==> src/rtl/mdio_mgmt_pkg.sv <==
package mdio_mgmt_pkg;

  localparam int CMD_BUSY_BIT = 0;
  localparam int CMD_DIR_BIT  = 1;
  localparam int CMD_REG_LSB  = 4;
  localparam int CMD_PHY_LSB  = 12;
  localparam int CMD_DIV_LSB  = 20;

  localparam int ADR_W     = 5;
  localparam int DATA_W    = 16;
  localparam int DIVSEL_W  = 2;
  localparam int NUM_DIV   = 1 << DIVSEL_W;
  localparam int PRE_LEN   = 32;
  localparam int FRAME_LEN = PRE_LEN + 2 + 2 + 2 * ADR_W + 2 + DATA_W;
  localparam int TA_POS    = FRAME_LEN - DATA_W - 2;
  localparam int DATA_POS  = FRAME_LEN - DATA_W;
  localparam int BIT_CNT_W = $clog2(FRAME_LEN);

  typedef struct packed {
    logic [DIVSEL_W-1:0] div;
    logic [ADR_W-1:0]    phy;
    logic [ADR_W-1:0]    regad;
    logic                wr;
  } cmd_cfg_t;

  localparam int CFG_W = $bits(cmd_cfg_t);

  function automatic logic [FRAME_LEN-1:0] build_frame(cmd_cfg_t c,
                                                        logic [DATA_W-1:0] d);
    logic [1:0] op;
    logic [1:0] ta;
    logic [DATA_W-1:0] payload;
    op      = c.wr ? 2'b01 : 2'b10;
    ta      = c.wr ? 2'b10 : 2'b11;
    payload = c.wr ? d : {DATA_W{1'b1}};
    return {{PRE_LEN{1'b1}}, 2'b01, op, c.phy, c.regad, ta, payload};
  endfunction

endpackage

==> src/rtl/mdio_mgmt_regs.sv <==
module mdio_mgmt_regs
  import mdio_mgmt_pkg::*;
#(
  parameter int ADDR_W   = 4,
  parameter int CMD_OFF  = 0,
  parameter int DATA_OFF = 4
) (
  input  logic              clk,
  input  logic              rst_n,
  input  logic              wr_en,
  input  logic [ADDR_W-1:0] addr,
  input  logic [31:0]       wdata,
  output logic [31:0]       rdata,
  input  logic              done,
  input  logic [DATA_W-1:0] rd_result,
  output logic              busy,
  output cmd_cfg_t          cfg,
  output logic [DATA_W-1:0] wr_data
);

  localparam logic [ADDR_W-1:0] CMD_A  = ADDR_W'(CMD_OFF);
  localparam logic [ADDR_W-1:0] DATA_A = ADDR_W'(DATA_OFF);

  logic              busy_q, busy_d;
  cmd_cfg_t          cfg_q, cfg_d;
  logic [DATA_W-1:0] data_q, data_d;
  logic              cmd_accept;
  logic [31:0]       cmd_word;

  assign cmd_accept = wr_en && (addr == CMD_A) && !busy_q;

  always_comb begin
    busy_d = busy_q;
    cfg_d  = cfg_q;
    data_d = data_q;
    if (cmd_accept) begin
      busy_d      = wdata[CMD_BUSY_BIT];
      cfg_d.wr    = wdata[CMD_DIR_BIT];
      cfg_d.regad = wdata[CMD_REG_LSB +: ADR_W];
      cfg_d.phy   = wdata[CMD_PHY_LSB +: ADR_W];
      cfg_d.div   = wdata[CMD_DIV_LSB +: DIVSEL_W];
    end else if (done) begin
      busy_d = 1'b0;
    end
    if (wr_en && (addr == DATA_A)) begin
      data_d = wdata[DATA_W-1:0];
    end
    if (done && !cfg_q.wr) begin
      data_d = rd_result;
    end
  end

  always_ff @(posedge clk or negedge rst_n) begin
    if (!rst_n) begin
      busy_q <= 1'b0;
      cfg_q  <= '0;
      data_q <= '0;
    end else begin
      busy_q <= busy_d;
      cfg_q  <= cfg_d;
      data_q <= data_d;
    end
  end

  always_comb begin
    cmd_word                            = '0;
    cmd_word[CMD_BUSY_BIT]              = busy_q;
    cmd_word[CMD_DIR_BIT]               = cfg_q.wr;
    cmd_word[CMD_REG_LSB +: ADR_W]      = cfg_q.regad;
    cmd_word[CMD_PHY_LSB +: ADR_W]      = cfg_q.phy;
    cmd_word[CMD_DIV_LSB +: DIVSEL_W]   = cfg_q.div;
  end

  always_comb begin
    if (addr == CMD_A)       rdata = cmd_word;
    else if (addr == DATA_A) rdata = {{(32-DATA_W){1'b0}}, data_q};
    else                     rdata = '0;
  end

  assign busy    = busy_q;
  assign cfg     = cfg_q;
  assign wr_data = data_q;

endmodule

==> src/rtl/mdio_mgmt_clkgen.sv <==
module mdio_mgmt_clkgen
  import mdio_mgmt_pkg::*;
#(
  parameter int DIV_BASE_LOG2 = 4
) (
  input  logic                clk,
  input  logic                rst_n,
  input  logic                run,
  input  logic [DIVSEL_W-1:0] div_sel,
  output logic                mdc,
  output logic                rise_stb,
  output logic                fall_stb
);

  localparam int CNT_W = DIV_BASE_LOG2 + NUM_DIV - 1;

  logic [CNT_W-1:0] full_lim [NUM_DIV];
  logic [CNT_W-1:0] half_lim [NUM_DIV];
  logic [CNT_W-1:0] cnt_q, cnt_d;
  logic             mdc_q, mdc_d;

  for (genvar g = 0; g < NUM_DIV; g++) begin : g_lim
    assign full_lim[g] = CNT_W'((1 << (DIV_BASE_LOG2 + g)) - 1);
    assign half_lim[g] = CNT_W'((1 << (DIV_BASE_LOG2 + g - 1)) - 1);
  end

  assign rise_stb = run && (cnt_q == half_lim[div_sel]);
  assign fall_stb = run && (cnt_q == full_lim[div_sel]);

  always_comb begin
    cnt_d = cnt_q;
    mdc_d = mdc_q;
    if (!run) begin
      cnt_d = '0;
      mdc_d = 1'b0;
    end else if (fall_stb) begin
      cnt_d = '0;
      mdc_d = 1'b0;
    end else begin
      cnt_d = cnt_q + CNT_W'(1);
      if (rise_stb) mdc_d = 1'b1;
    end
  end

  always_ff @(posedge clk or negedge rst_n) begin
    if (!rst_n) begin
      cnt_q <= '0;
      mdc_q <= 1'b0;
    end else begin
      cnt_q <= cnt_d;
      mdc_q <= mdc_d;
    end
  end

  assign mdc = mdc_q;

endmodule

==> src/rtl/mdio_mgmt_engine.sv <==
module mdio_mgmt_engine
  import mdio_mgmt_pkg::*;
(
  input  logic              clk,
  input  logic              rst_n,
  input  logic              start,
  input  cmd_cfg_t          cfg,
  input  logic [DATA_W-1:0] wr_data,
  input  logic              rise_stb,
  input  logic              fall_stb,
  input  logic              mdio_i,
  output logic              act,
  output logic              done,
  output logic              mdio_o,
  output logic              mdio_oe,
  output logic [DATA_W-1:0] rd_data
);

  localparam logic [BIT_CNT_W-1:0] LAST_IDX = BIT_CNT_W'(FRAME_LEN - 1);
  localparam logic [BIT_CNT_W-1:0] TA_IDX   = BIT_CNT_W'(TA_POS);
  localparam logic [BIT_CNT_W-1:0] DATA_IDX = BIT_CNT_W'(DATA_POS);

  logic                 act_q, act_d;
  logic [FRAME_LEN-1:0] frame_q, frame_d;
  logic [BIT_CNT_W-1:0] idx_q, idx_d;
  logic                 wr_q, wr_d;
  logic [DATA_W-1:0]    rd_q, rd_d;

  assign done = act_q && fall_stb && (idx_q == LAST_IDX);

  always_comb begin
    act_d   = act_q;
    frame_d = frame_q;
    idx_d   = idx_q;
    wr_d    = wr_q;
    rd_d    = rd_q;
    if (start && !act_q) begin
      act_d   = 1'b1;
      frame_d = build_frame(cfg, wr_data);
      idx_d   = '0;
      wr_d    = cfg.wr;
    end else if (act_q) begin
      if (fall_stb) begin
        if (idx_q == LAST_IDX) begin
          act_d = 1'b0;
        end else begin
          idx_d   = idx_q + BIT_CNT_W'(1);
          frame_d = {frame_q[FRAME_LEN-2:0], 1'b1};
        end
      end
      if (rise_stb && !wr_q && (idx_q >= DATA_IDX)) begin
        rd_d = {rd_q[DATA_W-2:0], mdio_i};
      end
    end
  end

  always_ff @(posedge clk or negedge rst_n) begin
    if (!rst_n) begin
      act_q   <= 1'b0;
      frame_q <= '1;
      idx_q   <= '0;
      wr_q    <= 1'b0;
      rd_q    <= '0;
    end else begin
      act_q   <= act_d;
      frame_q <= frame_d;
      idx_q   <= idx_d;
      wr_q    <= wr_d;
      rd_q    <= rd_d;
    end
  end

  assign act     = act_q;
  assign mdio_o  = act_q ? frame_q[FRAME_LEN-1] : 1'b1;
  assign mdio_oe = act_q && (wr_q || (idx_q < TA_IDX));
  assign rd_data = rd_q;

endmodule

==> src/rtl/mgmt_serial_master.sv <==
module mgmt_serial_master
  import mdio_mgmt_pkg::*;
#(
  parameter int ADDR_W        = 4,
  parameter int CMD_OFF       = 0,
  parameter int DATA_OFF      = 4,
  parameter int DIV_BASE_LOG2 = 4
) (
  input  logic              clk,
  input  logic              rst_n,
  input  logic              reg_wr_en,
  input  logic [ADDR_W-1:0] reg_addr,
  input  logic [31:0]       reg_wdata,
  output logic [31:0]       reg_rdata,
  output logic              mdc,
  input  logic              mdio_i,
  output logic              mdio_o,
  output logic              mdio_oe
);

  logic              busy;
  cmd_cfg_t          cmd_cfg;
  logic [DATA_W-1:0] wr_word;
  logic [DATA_W-1:0] rd_word;
  logic              eng_act;
  logic              eng_done;
  logic              rise_stb;
  logic              fall_stb;

  mdio_mgmt_regs #(
    .ADDR_W   (ADDR_W),
    .CMD_OFF  (CMD_OFF),
    .DATA_OFF (DATA_OFF)
  ) u_regs (
    .clk       (clk),
    .rst_n     (rst_n),
    .wr_en     (reg_wr_en),
    .addr      (reg_addr),
    .wdata     (reg_wdata),
    .rdata     (reg_rdata),
    .done      (eng_done),
    .rd_result (rd_word),
    .busy      (busy),
    .cfg       (cmd_cfg),
    .wr_data   (wr_word)
  );

  mdio_mgmt_clkgen #(
    .DIV_BASE_LOG2 (DIV_BASE_LOG2)
  ) u_clkgen (
    .clk      (clk),
    .rst_n    (rst_n),
    .run      (eng_act),
    .div_sel  (cmd_cfg.div),
    .mdc      (mdc),
    .rise_stb (rise_stb),
    .fall_stb (fall_stb)
  );

  mdio_mgmt_engine u_engine (
    .clk      (clk),
    .rst_n    (rst_n),
    .start    (busy && !eng_act),
    .cfg      (cmd_cfg),
    .wr_data  (wr_word),
    .rise_stb (rise_stb),
    .fall_stb (fall_stb),
    .mdio_i   (mdio_i),
    .act      (eng_act),
    .done     (eng_done),
    .mdio_o   (mdio_o),
    .mdio_oe  (mdio_oe),
    .rd_data  (rd_word)
  );

endmodule

==> config.mk <==
export PLATFORM = sky130hd
export DESIGN_NAME = mgmt_serial_master
export DESIGN_NICKNAME = d
export VERILOG_FILES = /design/src/rtl/mdio_mgmt_pkg.sv /design/src/rtl/mdio_mgmt_regs.sv /design/src/rtl/mdio_mgmt_clkgen.sv /design/src/rtl/mdio_mgmt_engine.sv /design/src/rtl/mgmt_serial_master.sv
export SDC_FILE = /design/constraint.sdc
export NUM_CORES = 1
export LEC_CHECK = 0
export BUFFER_PORTS_ARGS = -buffer_cell sky130_fd_sc_hd__buf_2
export CORE_UTILIZATION = 50
export CTS_CLUSTER_SIZE = 14
export DETAILED_ROUTE_END_ITERATION = 7
export GPL_ROUTABILITY_DRIVEN = 0
export PLACE_DENSITY = 0.7
export SLEW_MARGIN = 5
export SYNTH_ARGS = -nofsm -noshare
export SYNTH_HDL_FRONTEND = slang
export SYNTH_SLANG_ARGS = --single-unit
==> constraint.sdc <==
create_clock -name clk -period 3 [get_ports clk]
set_input_delay 0.6 -clock clk [delete_from_list [all_inputs] [get_ports clk]]
set_output_delay 0.6 -clock clk [all_outputs]
set_load 0.03 [all_outputs]
==> run summary, run 1 <==
The run finished, with violations left. The final reports fail on DRC. The cell at the slowest stage of the critical path is sky130_fd_sc_hd__nor4_1.

The number of global-route vias before repair is 4335. The fill cell total of the finished layout is 923. In this run the tightest slew margin relative to its limit is approximately 51%. The area inside the core boundary came out at 11520 µm². The area taken by flip-flops and latches came out at 3233 µm². CTS placed an instance of sky130_fd_sc_hd__clkbuf_16 at the clock tree root. The max-slew violation total from the final report came out at 0. After clock tree synthesis, the clock-pin slew on the worst setup and hold paths is 0.05 ns. The peak supply drop is roughly 0.00045 V. In this design, the largest share of critical-path delay is due to simple AND/OR/NAND/NOR gates. Max-cap violations in this run came to 0.

The number of standard cells after synthesis is around 550. After the last flow step, the layout net total stands at 632. The class of the worst hold path is in -> async. The post-route DRC violation count came out at 9. The nature of the critical path endpoint is a flop. The clock period could shrink to 2.468 ns. The finished cells cover between 6000 and 7000 µm². The post-cts repair resize count is 0. The final antenna diode count is 0.

The maximum fanout along the worst path is 16. The share of the yosys chip area belonging to registers came out at 54.14%. Prior to clock tree synthesis, the placed netlist has a worst setup slack of 0.4095 ns.

The number of different library cells used by synthesis comes to 47. The vias per cell is 5.870. The critical path start-end classification is reg -> reg. The final route contains 4379 vias.

For the final routed database, the setup TNS stands at 0 ns. The instance area at placement is 6329 µm². The aggregate routed wire length came out at 12460 µm. In the final layout, the multi-input gates occupy 2507 µm².

Entering global routing, the biggest net connects 55 pins. Counting flops with a built-in enable in the synthesized netlist gives 0. For the pin with the worst max-slew slack, the measured transition is 0.7334 ns.

The power per cell area came out at 589.4 nW/µm². The worst clock skew is 0.009063 ns. The number of port buffers came out at 48. The effective utilization at floorplan came out at about half. The required time of the critical path came out at between 3 and 4 ns. The first-pass detailed-route iteration total came out at 6. The startpoint class of the critical path is a flop. The peak clock frequency supported by timing is about 400 MHz. Across all setup checks in the final design, the least slack found is 0.5323 ns. The count of final hold-check violations is 0. Together, buffers and inverters on the worst path number 1. The count of hold buffers inserted by post-cts repair is 0. The chip height came out at 111.3 µm. The synthesis-to-layout area growth came out at 16.26%. Counting along the longest clock path gives a buffer depth of 2. The number of primary I/O pins is 75.

Counting the buffers created by CTS gives 17. The placed wire-length estimate after detailed placement came out at 7810 µm. The proportion of register bits with asynchronous set or reset after synthesis is between 90% and 100%. The count of nets left with antenna violations after detail routing came out at 0. The number of DRC violations after detailed-routing iteration 0 is 303.

The later-pin clock latency in the skew report is around 0.42 ns. The number of rows created at floorplan is 39. On the worst path, the slowest cell contributes a delay of roughly 0.43 ns. The aggregate global-route resource usage came out at 22.06%.

The initial antenna violation count is 0. The leakage power is roughly 3.0 nW. Summing every instance area after synthesis gives around 6000 µm².

The first-pass GRT wire length is around 22000 µm. The wire length per cell came out at 16.70 µm. Walking the worst path, the cells encountered are ha_1 > nand2_1 > or3_1 > nor4_1 > nor4b_4 > buf_4 > mux2_2. The die covers 12390 µm². The average instance area after synthesis is 10.90 µm².

The primary flip-flop cell chosen by synthesis mapping is sky130_fd_sc_hd__dfstp_2. Setup repair after global routing left no endpoint under its margin. The die outline width came out at between 100 and 150 µm. In this run the post-CTS setup repair buffer count came out at 0. For the worst setup path, the data arrival time is 2.77 ns.

TritonCTS built the clock tree. The H-tree depth came out at 4. The clock drives roughly 130 sinks. Global routing finished with a remaining overflow of 0. The worst path uses 82.26% of the clock period.

The synthesis-stage register bit count came out at 126. The share of final-layout standard cells stronger than drive strength 1 is between 40% and 50%. The number of setup violations in the final report came out at 0. The Yosys step of the flow raised 0 warnings.
==> final cells by class <==
| class | count | share of cell area, % |
|---|---|---|
| flip-flops and latches | 126 | 46.57 |
| multi-input cells | 373 | 36.11 |
| clock buffers | 23 | 7.317 |
| repair buffers | 65 | 5.515 |
| well taps | 143 | 2.577 |
| clock inverters | 9 | 1.532 |
| inverters | 7 | 0.3784 |
==> power breakdown <==
group          internal (mW)  switching (mW)  leakage (nW)
sequential              1.76          0.0440          1.49
clock                   1.35           0.722         0.297
combinational          0.112           0.108          1.25
==> metal layers <==
layer | up-vias | track usage, % | share of wire [%]
li1 | 2024 | - | -
met1 | 2210 | 28.36 | 44
met2 | 124 | 36.17 | 50
met3 | 21 | 5.686 | 4.3
met4 | 0 | 7.748 | 1.3
met5 | - | 0 | 0
==> per-stage QoR <==
step | util (%) | power (mW) | std cells | hold WS, ns
final | 60.29 | 4.092 | 746 | 0.2055
after global routing | 60.29 | 4.226 | 746 | 0.2465
after CTS | 60.29 | 4.129 | 746 | 0.2221
after detailed placement | 54.95 | 2.046 | 714 | 0.4559
after global placement | 54.95 | 2.037 | 714 | 0.4494
after floorplan | - | 1.966 | 560 | 0.3044
==> path summary, 6_finish.rpt <==
kind | depth (start not counted) | endpoint | slack (ns) | start
min in group clk | 2 | u_regs.cfg[10]$_DFFE_PN0P_ | 0.41 | reg_wdata[16]
hold / removal | 1 | u_clkgen.cnt_q[4]$_DFF_PN0_ | 0.21 | rst_n
hold reg to reg | 1 | u_clkgen.cnt_q[0]$_DFF_PN0_ | 0.46 | u_clkgen.cnt_q[0]$_DFF_PN0_
setup reg to reg | 7 | u_engine.rd_data[15]$_DFFE_PN0P_ | 0.53 | u_clkgen.cnt_q[0]$_DFF_PN0_
max in group asynchronous | 2 | u_engine.frame_q[7]$_DFFE_PN1P_ | 1.92 | rst_n
setup / recovery | 7 | u_engine.rd_data[15]$_DFFE_PN0P_ | 0.53 | u_clkgen.cnt_q[0]$_DFF_PN0_
==> logic make-up (layout without fill, tap and decap cells) <==
| group | after synthesis | after routing | share of synthesized area (%) |
|---|---|---|---|
| AO/OA/AOI/OAI | 110 | 110 | 12.03 |
| XOR/XNOR | 5 | 5 | 0.7333 |
| adder cells (fa/ha/maj) | 2 | 2 | 0.4190 |
| buffers and inverters | 61 | 104 | 5.154 |
| flip-flops | 126 | 126 | 54.14 |
| multiplexers | 61 | 61 | 12.11 |
| other | 1 | 13 | 0.06279 |
| AND/OR/NAND/NOR | 182 | 182 | 15.36 |
==> cells in the final DEF, fill, tap and decap left out, drive strengths merged, types with 3 or more instances in the layout <==
cell       n
buf       65
dfstp     64
dfrtp     62
nor2      62
mux2      60
o21ai     54
nand3     45
clkbuf    23
a31oi     21
nand2     18
nand4     15
nand2b    13
conb      13
a22o      11
o221a     10
and2       8
inv        7
nor3       5
and3       4
xnor2      4
clkinv     4
nor4b      4
a21oi      3
clkinvlp   3
or4        3
nor4       3
==> sequential cells by signal, indices dropped and copies added, names as in the netlist <==
name	flops
u_regs.wr_data	16
u_engine.rd_data	16
u_engine.idx_q	6
u_clkgen.cnt_q	7
u_engine.act	1
u_regs.busy	1
u_engine.frame_q	64
u_regs.cfg	13
u_clkgen.mdc	1
u_engine.wr_q	1
==> cells in the mapped netlist, types with 11 or more instances <==
cell type,count,area share (%)
sky130_fd_sc_hd__a22o_1,11,1.6
sky130_fd_sc_hd__a31oi_1,21,2.2
sky130_fd_sc_hd__buf_4,14,1.8
sky130_fd_sc_hd__clkbuf_1,34,2.1
sky130_fd_sc_hd__dfrtp_1,62,26
sky130_fd_sc_hd__dfstp_2,64,28
sky130_fd_sc_hd__mux2_2,50,9.4
sky130_fd_sc_hd__nand2_1,18,1.1
sky130_fd_sc_hd__nand2b_1,13,1.4
sky130_fd_sc_hd__nand3_1,45,3.8
sky130_fd_sc_hd__nand4_1,15,1.6
sky130_fd_sc_hd__nor2_1,62,3.9
sky130_fd_sc_hd__o21ai_0,53,4.4
(Power assumes the default switching activity.)
==> inputs of run 2 (changes only) <==
- clock period: 3 -> 2.33 ns (I/O delays scaled with it)
==> run 2 against run 1 <==
Net effect:
- the run still ends with DRC left
- routed wire length up 2.7%
- register-to-register slack worse by 0.47 ns
- cell count up 1.2%
- flip-flop and latch count unchanged
- critical path type unchanged
- clock power up 34%
- total power up 31%
- sequential power up 28%
- clock skew about the same
- global-route usage up 0.087 points
- highest routed layer unchanged
- largest power group unchanged
- first-iteration DRC count down 24%
- sequential share of layout area down 1.1 points
- critical path depth down 1
==> run summary, run 2 (synthesis gave the netlist of run 1 again) <==
The relative slew slack is a little over half. The smallest hold slack is 0.05108 ns. The worst path uses roughly 97% of the clock period. The sum of negative setup slack came out at 0 ns. Data arrives at the worst endpoint at 2.56 ns. The worst setup path is launched from a flop. The initial antenna violation count came out at 0. Once layout is complete, the cells apart from fillers number 755. The number of global-route vias before repair came out at 4443. The library cells used most frequently in the layout, excluding fill and tap cells, are sky130_fd_sc_hd__dfstp_2, sky130_fd_sc_hd__nor2_1, sky130_fd_sc_hd__dfrtp_1, sky130_fd_sc_hd__o21ai_0, sky130_fd_sc_hd__mux2_2.

Summed over all layers, the global routing overflow is 0. Across the run, the number of max-cap violations was 0. The required time of the critical path is between 2 and 3 ns. Power spread over the standard cell area amounts to between 700 and 800 nW/µm². TritonCTS built the clock tree. The critical path start-end classification is reg -> reg.

The count of hold buffers inserted by post-cts repair came out at 0. The number of port buffers is 48. The wire length per cell is 16.95 µm.

Entering global routing, the biggest net connects 53 pins. After detailed routing, the number of remaining DRC violations is 8. The worst register-to-register path begins at u_clkgen.cnt_q[0]$_DFF_PN0_. For the pin with the worst max-slew slack, the measured transition is 0.6940 ns.

The cell count after placement is 723. The worst-case IR drop observed on VDD is 0.0005676 V. The internal reg-to-reg setup slack came out at roughly 0.06 ns. The number of primary I/O pins came out at 75. The clock period could shrink to 2.270 ns. The die outline width is 111.3 µm. The first global-routing pass estimated 21870 µm of wire.

Cell internal power was estimated by the tool at 4.224 mW. The max-slew violation total from the final report came to 0. The relative contribution of the clock network to total power came out at 51.6%.

The part of the total power dissipated in sequential elements is 43.0%. The clock arrives with 0.009111 ns of skew. The count of final hold-check violations came out at 0. The via count of the routed design is between 4000 and 5000.

The number of buffers created by CTS came out at 17. The register with the most flip-flops in the layout has 64 of them. The leakage power came out at 3.095 nW. The net count reported at finish came out at 641. The most common cell after layout, fill and taps aside is sky130_fd_sc_hd__dfstp_2. The chip height is 111.3 µm.

Of all nets on the critical path, the largest fanout is 16. Once the clock tree was built, the setup fixing pass inserted 0 buffers. The H-tree depth came out at 4.

In this run the critical register-to-register path is captured at u_regs.wr_data[12]$_DFFE_PN0P_. Setup repair after global routing could not meet its margin everywhere. The final reports fail on DRC. The post-route netlist has just over 40% of its cells at a drive strength greater than 1. The power spent charging and discharging nets came out at approximately 1.2 mW.

The vias per cell is ~6. The share of power burned in combinational logic came out at 5.4%. The peak clock frequency supported by timing came out at 440.5 MHz.

For this run, the detailed router's first-pass iteration total came to 7. The placed wire-length estimate after detailed placement came out at 8239 µm. The count of nets left with antenna violations after detail routing came out at 0. The CTS sink count is 126. The total area inside the core boundary comes to about 12000 µm². More flip-flops sit in one register than any other, and that register is u_engine.frame_q.

The post-CTS clock slew at the launch and capture registers of the worst setup and hold paths is 0.06 ns. The aggregate routed wire length is 12800 µm. STA classifies the critical path endpoint as a flop. In this run the deepest clock path goes through 2 buffers.

The worst-case reg-to-reg path depth came out at 6. The synthesis-to-layout area growth is 19.02%. The tree is rooted in a sky130_fd_sc_hd__clkbuf_16. The number of rows created at floorplan came out at 39.

The detailed router finished its first iteration with 231 violations. The later pin in the worst-skew pair is clocked with a latency of ~0.41 ns. The final antenna diode count came out at 0. Setup violations remaining at the end of the flow were counted as 0. The effective utilization at floorplan is 51.86%. The aggregate global-route resource usage came out at 22.15%.

The run finished, with violations left. Summing internal, switching and leakage power gives 5.379 mW. The switching share of total power came out at around 21%. The area enclosed by the die boundary is approximately 12000 µm². The worst hold path belongs to the class in -> async.
[run 2: worst max-delay path, cell delays in order (launching register included)]
cell and delay, ns:
sky130_fd_sc_hd__dfrtp_1 0.40, sky130_fd_sc_hd__ha_4 0.16, sky130_fd_sc_hd__nand2_2 0.06, sky130_fd_sc_hd__a311o_1 0.30
sky130_fd_sc_hd__o21a_1 0.20, sky130_fd_sc_hd__or4_4 0.67, sky130_fd_sc_hd__mux2_4 0.36
[run 2: final cells by class]
| cell class | instances | area (µm²) |
|---|---|---|
| clock buffers | 18 | 439.2 |
| clock inverters | 14 | 191.4 |
| fillers | 907 | 4408 |
| inverters | 7 | 26.28 |
| multi-input cells | 373 | 2537 |
| flip-flops and latches | 126 | 3234 |
| well taps | 143 | 178.9 |
| repair buffers | 74 | 500.5 |
[run 2: per-layer routing]
metal  GRT usage, %  vias up  routed length (µm)
li1               -     2049                   -
met1          29.46     2222                5564
met2          35.92      146                6372
met3          4.374       16                 648
met4          8.378        0                 215
met5              0        -                   0
[run 2: power by group through the flow]
| stage | registers, mW | clock network (mW) | logic (mW) |
|---|---|---|---|
| floorplan | 2.33 | 0 | 0.204 |
| global route | 2.32 | 2.90 | 0.316 |
| global placement | 2.35 | 0 | 0.280 |
| detailed placement | 2.35 | 0 | 0.292 |
| finish | 2.31 | 2.78 | 0.288 |
| CTS | 2.31 | 2.81 | 0.292 |
[run 2: how the worst max path moves through the flow]
stage	end	from	slack, ns
final	u_regs.wr_data[12]$_DFFE_PN0P_	u_clkgen.cnt_q[0]$_DFF_PN0_	0.06
after global routing	u_regs.wr_data[12]$_DFFE_PN0P_	u_regs.cfg[11]$_DFFE_PN0P_	-0.005
after CTS	u_regs.wr_data[9]$_DFFE_PN0P_	u_clkgen.cnt_q[0]$_DFF_PN0_	0.05
after detailed placement	u_engine.rd_data[14]$_DFFE_PN0P_	u_clkgen.cnt_q[0]$_DFF_PN0_	-0.01
after global placement	u_engine.rd_data[10]$_DFFE_PN0P_	u_clkgen.cnt_q[0]$_DFF_PN0_	0.02
after floorplan	u_regs.wr_data[10]$_DFFE_PN0P_	u_clkgen.cnt_q[0]$_DFF_PN0_	-0.006
[run 2: timing repair]
| item | 4_1_cts | 5_1_grt |
|---|---|---|
| pin swaps | 0 | 0 |
| gates resized for setup | 1 | 4 |
| setup endpoints to repair | 16 | 16 |
[run 2: per-stage QoR]
stage / area (µm²) / utilization [%] / setup slack (ns)
2_1_floorplan: 6023 / - / -0.005918
3_3_place_gp: 6449 / 56.00 / 0.02237
3_5_place_dp: 6449 / 56.00 / -0.01239
4_1_cts: 7086 / 61.53 / 0.05019
5_1_grt: 7108 / 61.72 / -0.004790
6_report: 7108 / 61.72 / 0.05978
